**config.mk**
```make
export PLATFORM = sky130hd
export DESIGN_NAME = modem_status_reg
export DESIGN_NICKNAME = d
export VERILOG_FILES = /design/src/rtl/msr_pkg.sv /design/src/rtl/msr_rst_sync.sv /design/src/rtl/msr_sync.sv /design/src/rtl/msr_tx_gate.sv /design/src/rtl/modem_status_reg.sv
export SDC_FILE = /design/constraint.sdc
export NUM_CORES = 1
export LEC_CHECK = 0
export BUFFER_PORTS_ARGS = -buffer_cell sky130_fd_sc_hd__buf_2
export CAP_MARGIN = 10
export CORE_UTILIZATION = 49
export DETAILED_ROUTE_END_ITERATION = 10
export GPL_TIMING_DRIVEN = 0
export PLACE_DENSITY = 0.78
export SYNTH_ARGS = -nofsm -noshare
export SYNTH_HDL_FRONTEND = slang
export SYNTH_SLANG_ARGS = --single-unit
```
**constraint.sdc**
```tcl
create_clock -name clk -period 1.8 [get_ports clk]
set_input_delay 0.18 -clock clk [delete_from_list [all_inputs] [get_ports clk]]
set_output_delay 0.18 -clock clk [all_outputs]
set_load 0.1 [all_outputs]
```
**src/rtl/msr_pkg.sv**
```systemverilog
package msr_pkg;
  localparam int unsigned LINES   = 4;
  localparam int unsigned IDX_CTS = 0;
  localparam int unsigned IDX_DSR = 1;
  localparam int unsigned IDX_RI  = 2;
  localparam int unsigned IDX_CD  = 3;
  localparam int unsigned RD_W    = 2 * LINES;
  typedef logic [LINES-1:0] line_vec_t;
endpackage

```
**src/rtl/msr_rst_sync.sv**
```systemverilog
module msr_rst_sync #(
  parameter int unsigned STAGES = 2
) (
  input  logic clk,
  input  logic rst_n,
  output logic rst_q_n
);
  logic [STAGES-1:0] chain_q;
  logic [STAGES-1:0] chain_d;

  always_comb begin
    chain_d = {chain_q[STAGES-2:0], 1'b1};
  end

  always_ff @(posedge clk or negedge rst_n) begin
    if (!rst_n) chain_q <= '0;
    else        chain_q <= chain_d;
  end

  assign rst_q_n = chain_q[STAGES-1];
endmodule

```
**src/rtl/msr_sync.sv**
```systemverilog
module msr_sync #(
  parameter int unsigned      WIDTH   = 4,
  parameter int unsigned      STAGES  = 2,
  parameter logic [WIDTH-1:0] RST_VAL = '0
) (
  input  logic             clk,
  input  logic             rst_n,
  input  logic [WIDTH-1:0] d,
  output logic [WIDTH-1:0] q
);
  logic [WIDTH-1:0] stage_q [STAGES];

  for (genvar s = 0; s < STAGES; s++) begin : g_stage
    logic [WIDTH-1:0] stage_d;
    if (s == 0) begin : g_first
      assign stage_d = d;
    end else begin : g_next
      assign stage_d = stage_q[s-1];
    end
    always_ff @(posedge clk or negedge rst_n) begin
      if (!rst_n) stage_q[s] <= RST_VAL;
      else        stage_q[s] <= stage_d;
    end
  end

  assign q = stage_q[STAGES-1];
endmodule

```
**src/rtl/msr_tx_gate.sv**
```systemverilog
module msr_tx_gate (
  input  logic clk,
  input  logic rst_n,
  input  logic boundary,
  input  logic enable,
  input  logic cts_level,
  output logic permit
);
  logic permit_q;
  logic permit_d;

  always_comb begin
    permit_d = permit_q;
    if (boundary) permit_d = !enable || cts_level;
  end

  always_ff @(posedge clk or negedge rst_n) begin
    if (!rst_n) permit_q <= 1'b1;
    else        permit_q <= permit_d;
  end

  assign permit = permit_q;
endmodule

```
**src/rtl/modem_status_reg.sv**
```systemverilog
module modem_status_reg
  import msr_pkg::*;
#(
  parameter int unsigned SYNC_STAGES = 2,
  parameter int unsigned RST_STAGES  = 2
) (
  input  logic            clk,
  input  logic            rst_n,
  input  logic            cts_n,
  input  logic            dsr_n,
  input  logic            ri_n,
  input  logic            dcd_n,
  input  logic            loopback,
  input  logic            mcr_rts,
  input  logic            mcr_dtr,
  input  logic            mcr_out1,
  input  logic            mcr_out2,
  input  logic            rd_stb,
  output logic [RD_W-1:0] rd_data,
  output logic            irq,
  input  logic            autocts_en,
  input  logic            tx_boundary,
  output logic            tx_permit
);
  logic      rst_q_n;
  line_vec_t pin_raw_n;
  line_vec_t pin_sync_n;
  line_vec_t mcr_vec;
  line_vec_t src_lvl;
  line_vec_t evt;
  line_vec_t lvl_q, lvl_d;
  line_vec_t flag_q, flag_d;

  msr_rst_sync #(.STAGES(RST_STAGES)) u_rst (
    .clk(clk), .rst_n(rst_n), .rst_q_n(rst_q_n)
  );

  assign pin_raw_n = {dcd_n, ri_n, dsr_n, cts_n};
  assign mcr_vec   = {mcr_out2, mcr_out1, mcr_dtr, mcr_rts};

  msr_sync #(.WIDTH(LINES), .STAGES(SYNC_STAGES), .RST_VAL({LINES{1'b1}})) u_sync (
    .clk(clk), .rst_n(rst_q_n), .d(pin_raw_n), .q(pin_sync_n)
  );

  always_comb begin
    src_lvl = loopback ? mcr_vec : ~pin_sync_n;
    evt     = src_lvl ^ lvl_q;
    evt[IDX_RI] = lvl_q[IDX_RI] & ~src_lvl[IDX_RI];
    lvl_d   = src_lvl;
    flag_d  = (flag_q & {LINES{~rd_stb}}) | evt;
  end

  always_ff @(posedge clk or negedge rst_q_n) begin
    if (!rst_q_n) begin
      lvl_q  <= '0;
      flag_q <= '0;
    end else begin
      lvl_q  <= lvl_d;
      flag_q <= flag_d;
    end
  end

  msr_tx_gate u_gate (
    .clk(clk), .rst_n(rst_q_n), .boundary(tx_boundary),
    .enable(autocts_en), .cts_level(lvl_q[IDX_CTS]), .permit(tx_permit)
  );

  assign rd_data = {lvl_q, flag_q};
  assign irq     = |flag_q;
endmodule

```
# --- Word level (Yosys, flattened, before mapping) ---
# Cells that the tools add are included.
totals:
  out_inout_bits: 10
  reg_bits: 19
  ramBits: 0
  latch_bits: 0
  inputBits: 14
  mem_count: 0
  wordCells: 17
  romBits: 0
op_classes:
  order_cmp: 0
  reduce_logical: 3
  add_sub_neg: 0
  bitwise: 7
  eq_ne: 0
  shift: 0
  n_mux: 1
  div_mod_pow: 0
  multipliers: 0
ops:
  columns: ["cell", "n"]
  rows:
  - ["AND 4 bit", 1]
  - ["two-way mux 4 bit", 1]
  - ["NOT 4 bit", 1]
  - ["OR 4 bit", 1]
  - ["OR reduction 4 bit", 1]
  - ["XOR 4 bit", 1]
  - ["NOT 1 bit", 2]
  - ["AND 1 bit", 1]
  - ["zero test 1 bit", 1]
  - ["logical OR 1 bit", 1]

# --- Depth between registers and ports, before layout ---
# Gate-level depths: netlist (run 1).
logic_depth:
  word_depth: 5
  mapped_depth: 3
  ltp_nobuf: 3

# --- Modules after synthesis ---
# Synthesis (run 1) repeated with hierarchy kept, for this count alone.
unflattened:
  cells_unflattened: 47
  hier_area_um2: 644.4
by_module_without_submodules:
  columns: ["mod", "cells_each", "instances", "seq_area_each_um2", "area_per_inst_um2"]
  rows:
  - ["modem_status_reg", 32, 1, 200.2, 340.3]
  - ["msr_sync", 8, 1, 210.2, 210.2]
  - ["msr_rst_sync", 3, 1, 50.0, 53.8]
  - ["msr_tx_gate", 4, 1, 26.3, 40.0]

# --- Worst setup path after synthesis (run 1) ---
# Ideal clock, no wire load.
synth_timing:
  path_kind: "register -> output"
  start: "register flag_q[1]"
  end: "output port irq"
  required_time_ns: 1.620
  path_stages_with_launch: 2
  setup_slack_ns: -0.192
  path_buffers: 0
  arrival_ns: 1.812
  path_cell_list: "dfrtp_1 > or4_1"
synth_between:
  elab_chain_len: 1
synth_lines:
  columns: ["element", "line_no", "rtl"]
  rows:
  - ["from (decl)", "modem_status_reg.sv:32", "line_vec_t flag_q, flag_d;"]
  - ["from (signal assigned)", "modem_status_reg.sv:59", "flag_q <= flag_d;"]
  - ["OR reduction 4 bit", "modem_status_reg.sv:69", "assign irq = |flag_q;"]
  - ["to (decl)", "modem_status_reg.sv:20", "output logic irq,"]
# Every way passes these cells.

# --- Worst setup path after layout (run 1) ---
# Ends and elaborated chain as after synthesis.

==> flow_summary.html, run 1 <==
<table>
<tr><th>Metric</th><th>Value</th></tr>
<tr><th colspan="2">Outcome</th></tr>
<tr><td>Run status</td><td>finished clean</td></tr>
<tr><th colspan="2">Synthesis</th></tr>
<tr><td>Number of distinct library cells after synthesis</td><td>14</td></tr>
<tr><td>Area share of the largest cell type after synthesis</td><td>38.2%</td></tr>
<tr><td>Synth Flop Type</td><td>dfrtp_1</td></tr>
<tr><td>Mapped Nets</td><td>62</td></tr>
<tr><td>Number of synthesized register bits</td><td>19</td></tr>
<tr><td>Post-synthesis instance area</td><td>656 sq um</td></tr>
<tr><td>Share of the yosys chip area belonging to registers</td><td>74.2%</td></tr>
<tr><td>Cell types with the largest area share after synthesis</td><td>dfrtp_1 38%, dfstp_2 36%, nor2b_1 4.8%, mux2i_1 4.6%, o21ai_2 4.0%</td></tr>
<tr><td>Cell taking the most area after synthesis</td><td>dfrtp_1</td></tr>
<tr><td>Mapped Cells</td><td>48</td></tr>
<tr><td>Synthesis Warnings</td><td>0</td></tr>
<tr><td>Post-Synthesis Mean Instance Area</td><td>13.7 sq um</td></tr>
<tr><td>Most frequent cells after synthesis</td><td>10 x dfrtp_1, 9 x dfstp_2, 5 x nor2_1, 5 x nor2b_1, 4 x nand2_1</td></tr>
<tr><td>Number of flops mapped to enable cells by yosys</td><td>0</td></tr>
<tr><td>Fraction of synthesis flops using an asynchronous set or reset pin</td><td>100%</td></tr>
<tr><td>Count leader, synth</td><td>dfrtp_1</td></tr>
<tr><th colspan="2">CTS</th></tr>
<tr><td>Clock tree root driver cell</td><td>clkbuf_4</td></tr>
<tr><td>Clock tree from TritonCTS</td><td>yes</td></tr>
<tr><td>Worst-path clk slew</td><td>110 ps</td></tr>
<tr><td>Post-CTS setup buffer count</td><td>0</td></tr>
<tr><td>Sinks on Clock Net</td><td>19</td></tr>
<tr><td>Longest Clk Path Bufs</td><td>2</td></tr>
<tr><td>Resize count post-CTS</td><td>0</td></tr>
<tr><td>Total number of H-tree levels</td><td>1</td></tr>
<tr><td>Hold buffer count at CTS</td><td>5</td></tr>
<tr><td>Number of buffers inserted during clock tree synthesis</td><td>3</td></tr>
<tr><td>Clock latency reported for the late side of the worst-skew pair</td><td>290 ps</td></tr>
<tr><th colspan="2">Timing</th></tr>
<tr><td>Worst hold margin</td><td>38.1 ps</td></tr>
<tr><td>Number of max-slew violations in the final report</td><td>0</td></tr>
<tr><td>Worst-margin pin slew</td><td>606 ps</td></tr>
<tr><td>Fin Setup TNS</td><td>0 ps</td></tr>
<tr><td>Maximum clock frequency</td><td>590 MHz</td></tr>
<tr><td>Setup repair after global routing missed its margin</td><td>no</td></tr>
<tr><td>Count of endpoints failing setup in the final report</td><td>0</td></tr>
<tr><td>Share of the clock period used by the worst path after layout</td><td>94.1%</td></tr>
<tr><td>Setup Skew</td><td>4.40 ps</td></tr>
<tr><td>Worst-case headroom to the max-slew limit</td><td>59.6%</td></tr>
<tr><td>Final worst path period need</td><td>1690 ps</td></tr>
<tr><td>Worst Setup Slack, final</td><td>105 ps</td></tr>
<tr><td>Final hold viol count</td><td>0</td></tr>
<tr><th colspan="2">Floorplanning</th></tr>
<tr><td>Initial standard-cell utilization of the core</td><td>56.0%</td></tr>
<tr><td>Placeable Area</td><td>0.00117 sq mm</td></tr>
<tr><td>Total Die Area</td><td>0.00149 sq mm</td></tr>
<tr><td>Die Wd</td><td>38.6 microns</td></tr>
<tr><td>Vertical die dimension</td><td>38.6 microns</td></tr>
<tr><td>Num ports</td><td>24</td></tr>
<tr><td>Site row count</td><td>12</td></tr>
<tr><th colspan="2">Worst hold path</th></tr>
<tr><td>Startpoint of the worst hold path</td><td>autocts_en</td></tr>
<tr><td>Number of cells on the worst hold path</td><td>2</td></tr>
<tr><td>Worst Hold Class</td><td>in -&gt; reg</td></tr>
<tr><td>Worst Hold End</td><td>u_gate.permit</td></tr>
<tr><th colspan="2">Critical path</th></tr>
<tr><td>Critical-path maximum fanout</td><td>3</td></tr>
<tr><td>Slack of the worst reg-to-reg path</td><td>940 ps</td></tr>
<tr><td>Critical Path AT</td><td>1510 ps</td></tr>
<tr><td>Critical Path RT</td><td>1620 ps</td></tr>
<tr><td>Crit end category</td><td>output pin</td></tr>
<tr><td>Critical setup path kind</td><td>reg -&gt; out</td></tr>
<tr><td>Worst R2R End</td><td>flag_q[3]</td></tr>
<tr><td>Crit Reg-Reg Startpoint</td><td>flag_q[3]</td></tr>
<tr><td>Sort of element at the start of the critical path</td><td>flip-flop</td></tr>
<tr><td>Cells on worst reg2reg path</td><td>3</td></tr>
<tr><th colspan="2">Finish</th></tr>
<tr><td>Final Non-Filler Cells</td><td>94</td></tr>
<tr><td>Diode count</td><td>0</td></tr>
<tr><td>Final net count</td><td>95</td></tr>
<tr><td>Growth of design area from synthesis to finish</td><td>33.0%</td></tr>
<tr><td>Fraction of final layout cells with drive strength greater than 1</td><td>51.2%</td></tr>
<tr><th colspan="2">Placed design</th></tr>
<tr><td>I/O Buffers</td><td>23</td></tr>
<tr><td>Placed insts</td><td>85</td></tr>
<tr><td>HPWL after DPL</td><td>753 microns</td></tr>
<tr><td>Placer Congestion</td><td>0.668</td></tr>
<tr><td>Worst setup timing slack at the placement stage</td><td>424 ps</td></tr>
<tr><th colspan="2">GRT</th></tr>
<tr><td>Global-route wire length before repair</td><td>1550 microns</td></tr>
<tr><td>Number of global-route vias before repair</td><td>385</td></tr>
<tr><td>Maximum number of pins on one net before global-route repair</td><td>18</td></tr>
<tr><td>GRT Overall Usage</td><td>16.2%</td></tr>
<tr><td>Initial antenna violation count</td><td>0</td></tr>
<tr><td>Sum of overflow across all layers after global routing</td><td>0</td></tr>
<tr><th colspan="2">Routing</th></tr>
<tr><td>Via count of the routed design</td><td>435</td></tr>
<tr><td>Number of design-rule violations left by the first detailed-router iteration</td><td>2</td></tr>
<tr><td>Via density per instance</td><td>4.63</td></tr>
<tr><td>Average wire per cell in the routed design</td><td>10.9 microns</td></tr>
<tr><td>Pre-antenna DRT Iters</td><td>4</td></tr>
<tr><td>Post-route DRC violation count</td><td>0</td></tr>
<tr><td>Routed Wire Length</td><td>1030 microns</td></tr>
<tr><td>Antenna Violating Nets Remaining</td><td>0</td></tr>
<tr><th colspan="2">Power and ir drop</th></tr>
<tr><td>Highest ir drop seen on vdd</td><td>0.674 mV</td></tr>
<tr><td>Power per cell area</td><td>1100 mW/mm^2</td></tr>
<tr><td>LEAKAGE</td><td>0.413 nW</td></tr>
<tr><th colspan="2">Flow run</th></tr>
<tr><td>Number of max-capacitance violations reported</td><td>0</td></tr>
</table>
through the flow:
stage / instance area, sq um / util [%] / total power [W]
after floorplan: 659 / - / 0.000696
after global placement: 792 / 67.6 / 0.000741
after detailed placement: 792 / 67.6 / 0.000747
after CTS: 872 / 74.5 / 0.000960
after global routing: 872 / 74.5 / 0.000991
final: 872 / 74.5 / 0.000956
power by group:
group,total [W],internal [W],switching (W)
Combinational,0.000256,0.0000545,0.000201
Clock,0.000210,0.0000842,0.000125
Sequential,0.000491,0.000468,0.0000231
Total,0.000956,0.000606,0.000350
per-layer routing:
metal  GRT usage [%]  vias to the layer above  routed length [microns]
met1            16.5                      199                      430
met4            2.59                        0                        4
met2            32.9                       17                      549
li1                -                      217                        -
met3            3.47                        2                       43
met5               0                        -                        0
worst max path at each step:
stage	startpoint	slack [ps]	endpoint	cells past startpoint
after floorplan	flag_q[1]	50	irq	1
after global placement	flag_q[1]	440	irq	2
after detailed placement	flag_q[1]	420	irq	2
after CTS	flag_q[1]	90	irq	2
after global routing	flag_q[1]	40	irq	2
final	flag_q[1]	110	irq	2
sequential cells by signal, summed over array words and instances (netlist names):
signal,count
flag_q,4
lvl_q,4
u_gate.permit,1
u_rst.chain_q,2
u_sync.g_stage.stage_d,4
u_sync.q,4
layout by cell type, fill, tap and decap left out:
master / Yosys / routed
inv_1: 3 / 3
nand2_1: 4 / 4
a31oi_1: 1 / 1
buf_4: 1 / 1
conb_1: 1 / 1
dfstp_2: 9 / 9
clkinvlp_4: 0 / 1
buf_2: 0 / 23
o21ai_2: 3 / 3
nor2_1: 5 / 5
nor2b_1: 5 / 5
o22ai_1: 1 / 1
mux2i_1: 3 / 3
clkbuf_4: 0 / 3
o21ai_0: 1 / 1
dlygate4sd3_1: 0 / 5
dfrtp_1: 10 / 10
or4_4: 0 / 1
critical path, stage by stage, from the launching register on:
cell     delay, ps
dfrtp_1        400
or4_4          520
buf_2          300
layout make-up:
class | count | area, sq um
multi-input combinational | 25 | 154
clock inverter | 1 | 7.51
tap | 14 | 17.5
fill | 86 | 299
inverter | 3 | 11.3
timing repair buffer | 28 | 165
buffer | 1 | 7.51
clock buffer | 3 | 22.5
sequential | 19 | 487
kinds of logic (layout without fill, tap and decap cells):
group	after synthesis	in the layout	share of synthesized area [%]
DFF	19	19	74.2
AOI/OAI and AO/OA	6	6	6.68
and+or+nand+nor	15	15	11.1
muxes	3	3	4.58
buffers and inverters	4	36	2.86
other	1	1	0.572
No activity file was read; power rests on OpenSTA's default activity.
==> run 2, diff against run 1 <==
--- a/config.mk
+++ b/config.mk
@@ -7,10 +7,11 @@
 export LEC_CHECK = 0
 export BUFFER_PORTS_ARGS = -buffer_cell sky130_fd_sc_hd__buf_2
 export CAP_MARGIN = 10
-export CORE_UTILIZATION = 49
+export CORE_UTILIZATION = 48
 export DETAILED_ROUTE_END_ITERATION = 10
 export GPL_TIMING_DRIVEN = 0
-export PLACE_DENSITY = 0.78
+export PLACE_DENSITY = 0.77
 export SYNTH_ARGS = -nofsm -noshare
 export SYNTH_HDL_FRONTEND = slang
+export SYNTH_HIERARCHICAL = 1
 export SYNTH_SLANG_ARGS = --single-unit
==> constraint.sdc (replaced) <==
create_clock -name clk -period 1.8 [get_ports clk]
set_input_delay 0.36 -clock clk [delete_from_list [all_inputs] [get_ports clk]]
set_output_delay 0.36 -clock clk [all_outputs]
set_load 0.1 [all_outputs]
==> flow_summary.html, run 2 <==
<table>
<tr><th>Metric</th><th>Value</th></tr>
<tr><th colspan="2">Power and ir drop</th></tr>
<tr><td>Highest ir drop seen on vdd</td><td>0.609 mV</td></tr>
<tr><td>Internal Pwr Total</td><td>0.000608 W</td></tr>
<tr><td>Power per cell area</td><td>1120 mW/mm^2</td></tr>
<tr><td>Net switching component of the power</td><td>0.000334 W</td></tr>
<tr><td>Share of total power in the clock network</td><td>21.2%</td></tr>
<tr><td>Total power draw</td><td>0.000942 W</td></tr>
<tr><td>LEAKAGE</td><td>0.407 nW</td></tr>
<tr><td>Combinational share of power</td><td>26.6%</td></tr>
<tr><td>Switching share of power</td><td>35.5%</td></tr>
<tr><td>Sequential Power Share</td><td>52.2%</td></tr>
<tr><th colspan="2">Worst hold path</th></tr>
<tr><td>Worst Hold End</td><td>u_sync/g_stage[1].stage_d[2]</td></tr>
<tr><td>Worst Hold Class</td><td>in -&gt; reg</td></tr>
<tr><td>Number of cells on the worst hold path</td><td>1</td></tr>
<tr><td>Startpoint of the worst hold path</td><td>ri_n</td></tr>
<tr><th colspan="2">Timing</th></tr>
<tr><td>Worst-case headroom to the max-slew limit</td><td>59.5%</td></tr>
<tr><td>Setup Skew</td><td>1.00 ps</td></tr>
<tr><td>Maximum clock frequency</td><td>559 MHz</td></tr>
<tr><td>Count of endpoints failing setup in the final report</td><td>0</td></tr>
<tr><td>Worst-margin pin slew</td><td>608 ps</td></tr>
<tr><td>Number of max-slew violations in the final report</td><td>0</td></tr>
<tr><td>Setup repair after global routing missed its margin</td><td>yes</td></tr>
<tr><td>Share of the clock period used by the worst path after layout</td><td>99.4%</td></tr>
<tr><td>Final hold viol count</td><td>0</td></tr>
<tr><td>Final worst path period need</td><td>1790 ps</td></tr>
<tr><th colspan="2">CTS</th></tr>
<tr><td>Sinks on Clock Net</td><td>19</td></tr>
<tr><td>Longest Clk Path Bufs</td><td>2</td></tr>
<tr><td>Clock tree from TritonCTS</td><td>yes</td></tr>
<tr><td>Total number of H-tree levels</td><td>1</td></tr>
<tr><td>Worst-path clk slew</td><td>90 ps</td></tr>
<tr><td>Number of buffers inserted during clock tree synthesis</td><td>3</td></tr>
<tr><td>Clock latency reported for the late side of the worst-skew pair</td><td>280 ps</td></tr>
<tr><td>Clock tree root driver cell</td><td>clkbuf_4</td></tr>
<tr><th colspan="2">Critical path</th></tr>
<tr><td>Critical setup path kind</td><td>reg -&gt; out</td></tr>
<tr><td>Crit Reg-Reg Startpoint</td><td>flag_q[1]</td></tr>
<tr><td>Cell chain of the critical path</td><td>or4_4, buf_12</td></tr>
<tr><td>Critical Path AT</td><td>1430 ps</td></tr>
<tr><td>Stage delay of the slowest cell on the critical path</td><td>550 ps</td></tr>
<tr><td>Sort of element at the start of the critical path</td><td>flip-flop</td></tr>
<tr><td>Critical-path maximum fanout</td><td>3</td></tr>
<tr><td>Slowest cell on the critical path</td><td>or4_4</td></tr>
<tr><td>Critical Path RT</td><td>1440 ps</td></tr>
<tr><td>Cells on worst reg2reg path</td><td>3</td></tr>
<tr><td>Crit end category</td><td>output pin</td></tr>
<tr><td>Worst R2R End</td><td>flag_q[1]</td></tr>
<tr><td>Slack of the worst reg-to-reg path</td><td>930 ps</td></tr>
<tr><th colspan="2">Floorplanning</th></tr>
<tr><td>Total Die Area</td><td>0.00149 sq mm</td></tr>
<tr><td>Num ports</td><td>24</td></tr>
<tr><td>Initial standard-cell utilization of the core</td><td>55.0%</td></tr>
<tr><td>Placeable Area</td><td>0.00117 sq mm</td></tr>
<tr><td>Die Wd</td><td>38.6 microns</td></tr>
<tr><td>Site row count</td><td>12</td></tr>
<tr><td>Vertical die dimension</td><td>38.6 microns</td></tr>
<tr><th colspan="2">GRT</th></tr>
<tr><td>Number of global-route vias before repair</td><td>387</td></tr>
<tr><td>Maximum number of pins on one net before global-route repair</td><td>18</td></tr>
<tr><td>Sum of overflow across all layers after global routing</td><td>0</td></tr>
<tr><td>GRT Overall Usage</td><td>14.5%</td></tr>
<tr><td>Global-route wire length before repair</td><td>1410 microns</td></tr>
<tr><td>Initial antenna violation count</td><td>0</td></tr>
<tr><th colspan="2">Placed design</th></tr>
<tr><td>Placer Congestion</td><td>0.740</td></tr>
<tr><td>I/O Buffers</td><td>23</td></tr>
<tr><td>Placed Instance Area</td><td>786 sq um</td></tr>
<tr><td>HPWL after DPL</td><td>695 microns</td></tr>
<tr><th colspan="2">Synthesis</th></tr>
<tr><td>Number of synthesized register bits</td><td>19</td></tr>
<tr><td>Count leader, synth</td><td>dfrtp_1</td></tr>
<tr><td>Fraction of synthesis flops using an asynchronous set or reset pin</td><td>100%</td></tr>
<tr><td>Area share of the largest cell type after synthesis</td><td>38.8%</td></tr>
<tr><td>Most frequent cells after synthesis</td><td>10 x dfrtp_1, 9 x dfstp_2, 6 x nor2b_1</td></tr>
<tr><td>Cell taking the most area after synthesis</td><td>dfrtp_1</td></tr>
<tr><td>Mapped Cells</td><td>47</td></tr>
<tr><td>Synth Flop Type</td><td>dfrtp_1</td></tr>
<tr><td>Post-Synthesis Mean Instance Area</td><td>13.7 sq um</td></tr>
<tr><td>Number of flops mapped to enable cells by yosys</td><td>0</td></tr>
<tr><td>Mapped Nets</td><td>61</td></tr>
<tr><td>Synthesis Warnings</td><td>6</td></tr>
<tr><td>Post-synthesis instance area</td><td>644 sq um</td></tr>
<tr><td>Share of the yosys chip area belonging to registers</td><td>75.5%</td></tr>
<tr><td>Cell types with the largest area share after synthesis</td><td>dfrtp_1 39%, dfstp_2 37%, mux2i_1 6.2%, nor2b_1 5.8%, o21ai_1 2.3%</td></tr>
<tr><td>Number of distinct library cells after synthesis</td><td>12</td></tr>
<tr><th colspan="2">Finish</th></tr>
<tr><td>Most common library cell in the layout ignoring fill and taps</td><td>buf_2</td></tr>
<tr><td>Final net count</td><td>91</td></tr>
<tr><td>Diode count</td><td>0</td></tr>
<tr><td>Fill cell count</td><td>86</td></tr>
<tr><td>Fraction of final layout cells with drive strength greater than 1</td><td>53.9%</td></tr>
<tr><td>Sequential Area</td><td>492 sq um</td></tr>
<tr><td>Total area of multi-input combinational cells</td><td>146 sq um</td></tr>
<tr><td>Growth of design area from synthesis to finish</td><td>31.1%</td></tr>
<tr><td>Leading cell types in the layout, fill and taps excluded</td><td>22 x buf_2, 9 x dfstp_2, 6 x nor2b_1, 6 x dfrtp_1</td></tr>
<tr><td>Finished layout cell area</td><td>845 sq um</td></tr>
<tr><th colspan="2">Routing</th></tr>
<tr><td>Via count of the routed design</td><td>426</td></tr>
<tr><td>Number of design-rule violations left by the first detailed-router iteration</td><td>5</td></tr>
<tr><td>Average wire per cell in the routed design</td><td>10.1 microns</td></tr>
<tr><td>Pre-antenna DRT Iters</td><td>4</td></tr>
<tr><td>Routed Wire Length</td><td>912 microns</td></tr>
<tr><td>Antenna Violating Nets Remaining</td><td>0</td></tr>
<tr><td>Via density per instance</td><td>4.73</td></tr>
<tr><td>Post-route DRC violation count</td><td>0</td></tr>
<tr><th colspan="2">Flow run</th></tr>
<tr><td>Number of max-capacitance violations reported</td><td>0</td></tr>
<tr><th colspan="2">Outcome</th></tr>
<tr><td>Run status</td><td>finished clean</td></tr>
</table>
-- run 2: through the flow --
step                      hold WS, ps  cells  setup slack, ps  utilization [%]  TNS, ps
final                             163     90             11.2             72.1        0
after global routing              143     90            -19.8             72.1    -19.8
after global placement            146     84              243             67.1        0
after CTS                         148     90            -4.28             72.1    -4.28
after floorplan                  64.4     47             70.7                -        0
after detailed placement          147     84              235             67.1        0
-- run 2: worst max-delay path by stage --
stage,from,to,cells after the start
final,flag_q[1],irq,2
after global routing,flag_q[1],irq,2
after CTS,flag_q[2],irq,2
after floorplan,flag_q[1],irq,1
after detailed placement,flag_q[1],irq,2
after global placement,flag_q[1],irq,2
-- run 2: routing by layer --
layer  track usage, %  vias up  share of wire [%]
met3             1.73        0                4.4
li1                 -      213                  -
met4             10.3        0                  0
met2             25.0       14                 49
met5                0        -                  0
met1             16.5      199                 46
-- run 2: cell families after synthesis --
group / after synthesis / share of synthesized area (%)
other: 1 / 0.582
multiplexers: 4 / 6.21
flip-flops: 19 / 75.5
AO/OA/AOI/OAI: 5 / 4.27
buffers and inverters: 4 / 2.33
AND/OR/NAND/NOR: 14 / 11.1
-- run 2: final cells by class --
cell class	count	area share, %
Sequential cell	19	58.2
Timing Repair Buffer	25	17.5
Multi-Input combinational cell	24	17.3
Clock buffer	4	3.11
Tap cell	14	2.07
Inverter	4	1.78
-- run 2: power groups by stage --
stage          combinational [W]  clock [W]  sequential [W]
6_report                0.000250   0.000200        0.000492
4_1_cts                 0.000252   0.000211        0.000493
3_3_place_gp            0.000240          0        0.000499
5_1_grt                 0.000261   0.000225        0.000497
2_1_floorplan          0.0000405          0        0.000653
3_5_place_dp            0.000242          0        0.000501
-- run 2: critical path, delay by kind of cell (launching register included) --
kind	cells	cell delay [ps]
flops	1	420
buf+inv	1	180
simple gates	1	550
-- run 2: timing repair --
| item | in CTS | in global routing |
|---|---|---|
| hold buffers | 1 | 0 |
| setup endpoints to repair | 1 | 1 |
| hold endpoints to repair | 2 | 0 |
| pin swaps | 1 | 1 |
| gates resized for setup | 4 | 0 |
| setup buffers | 1 | 0 |
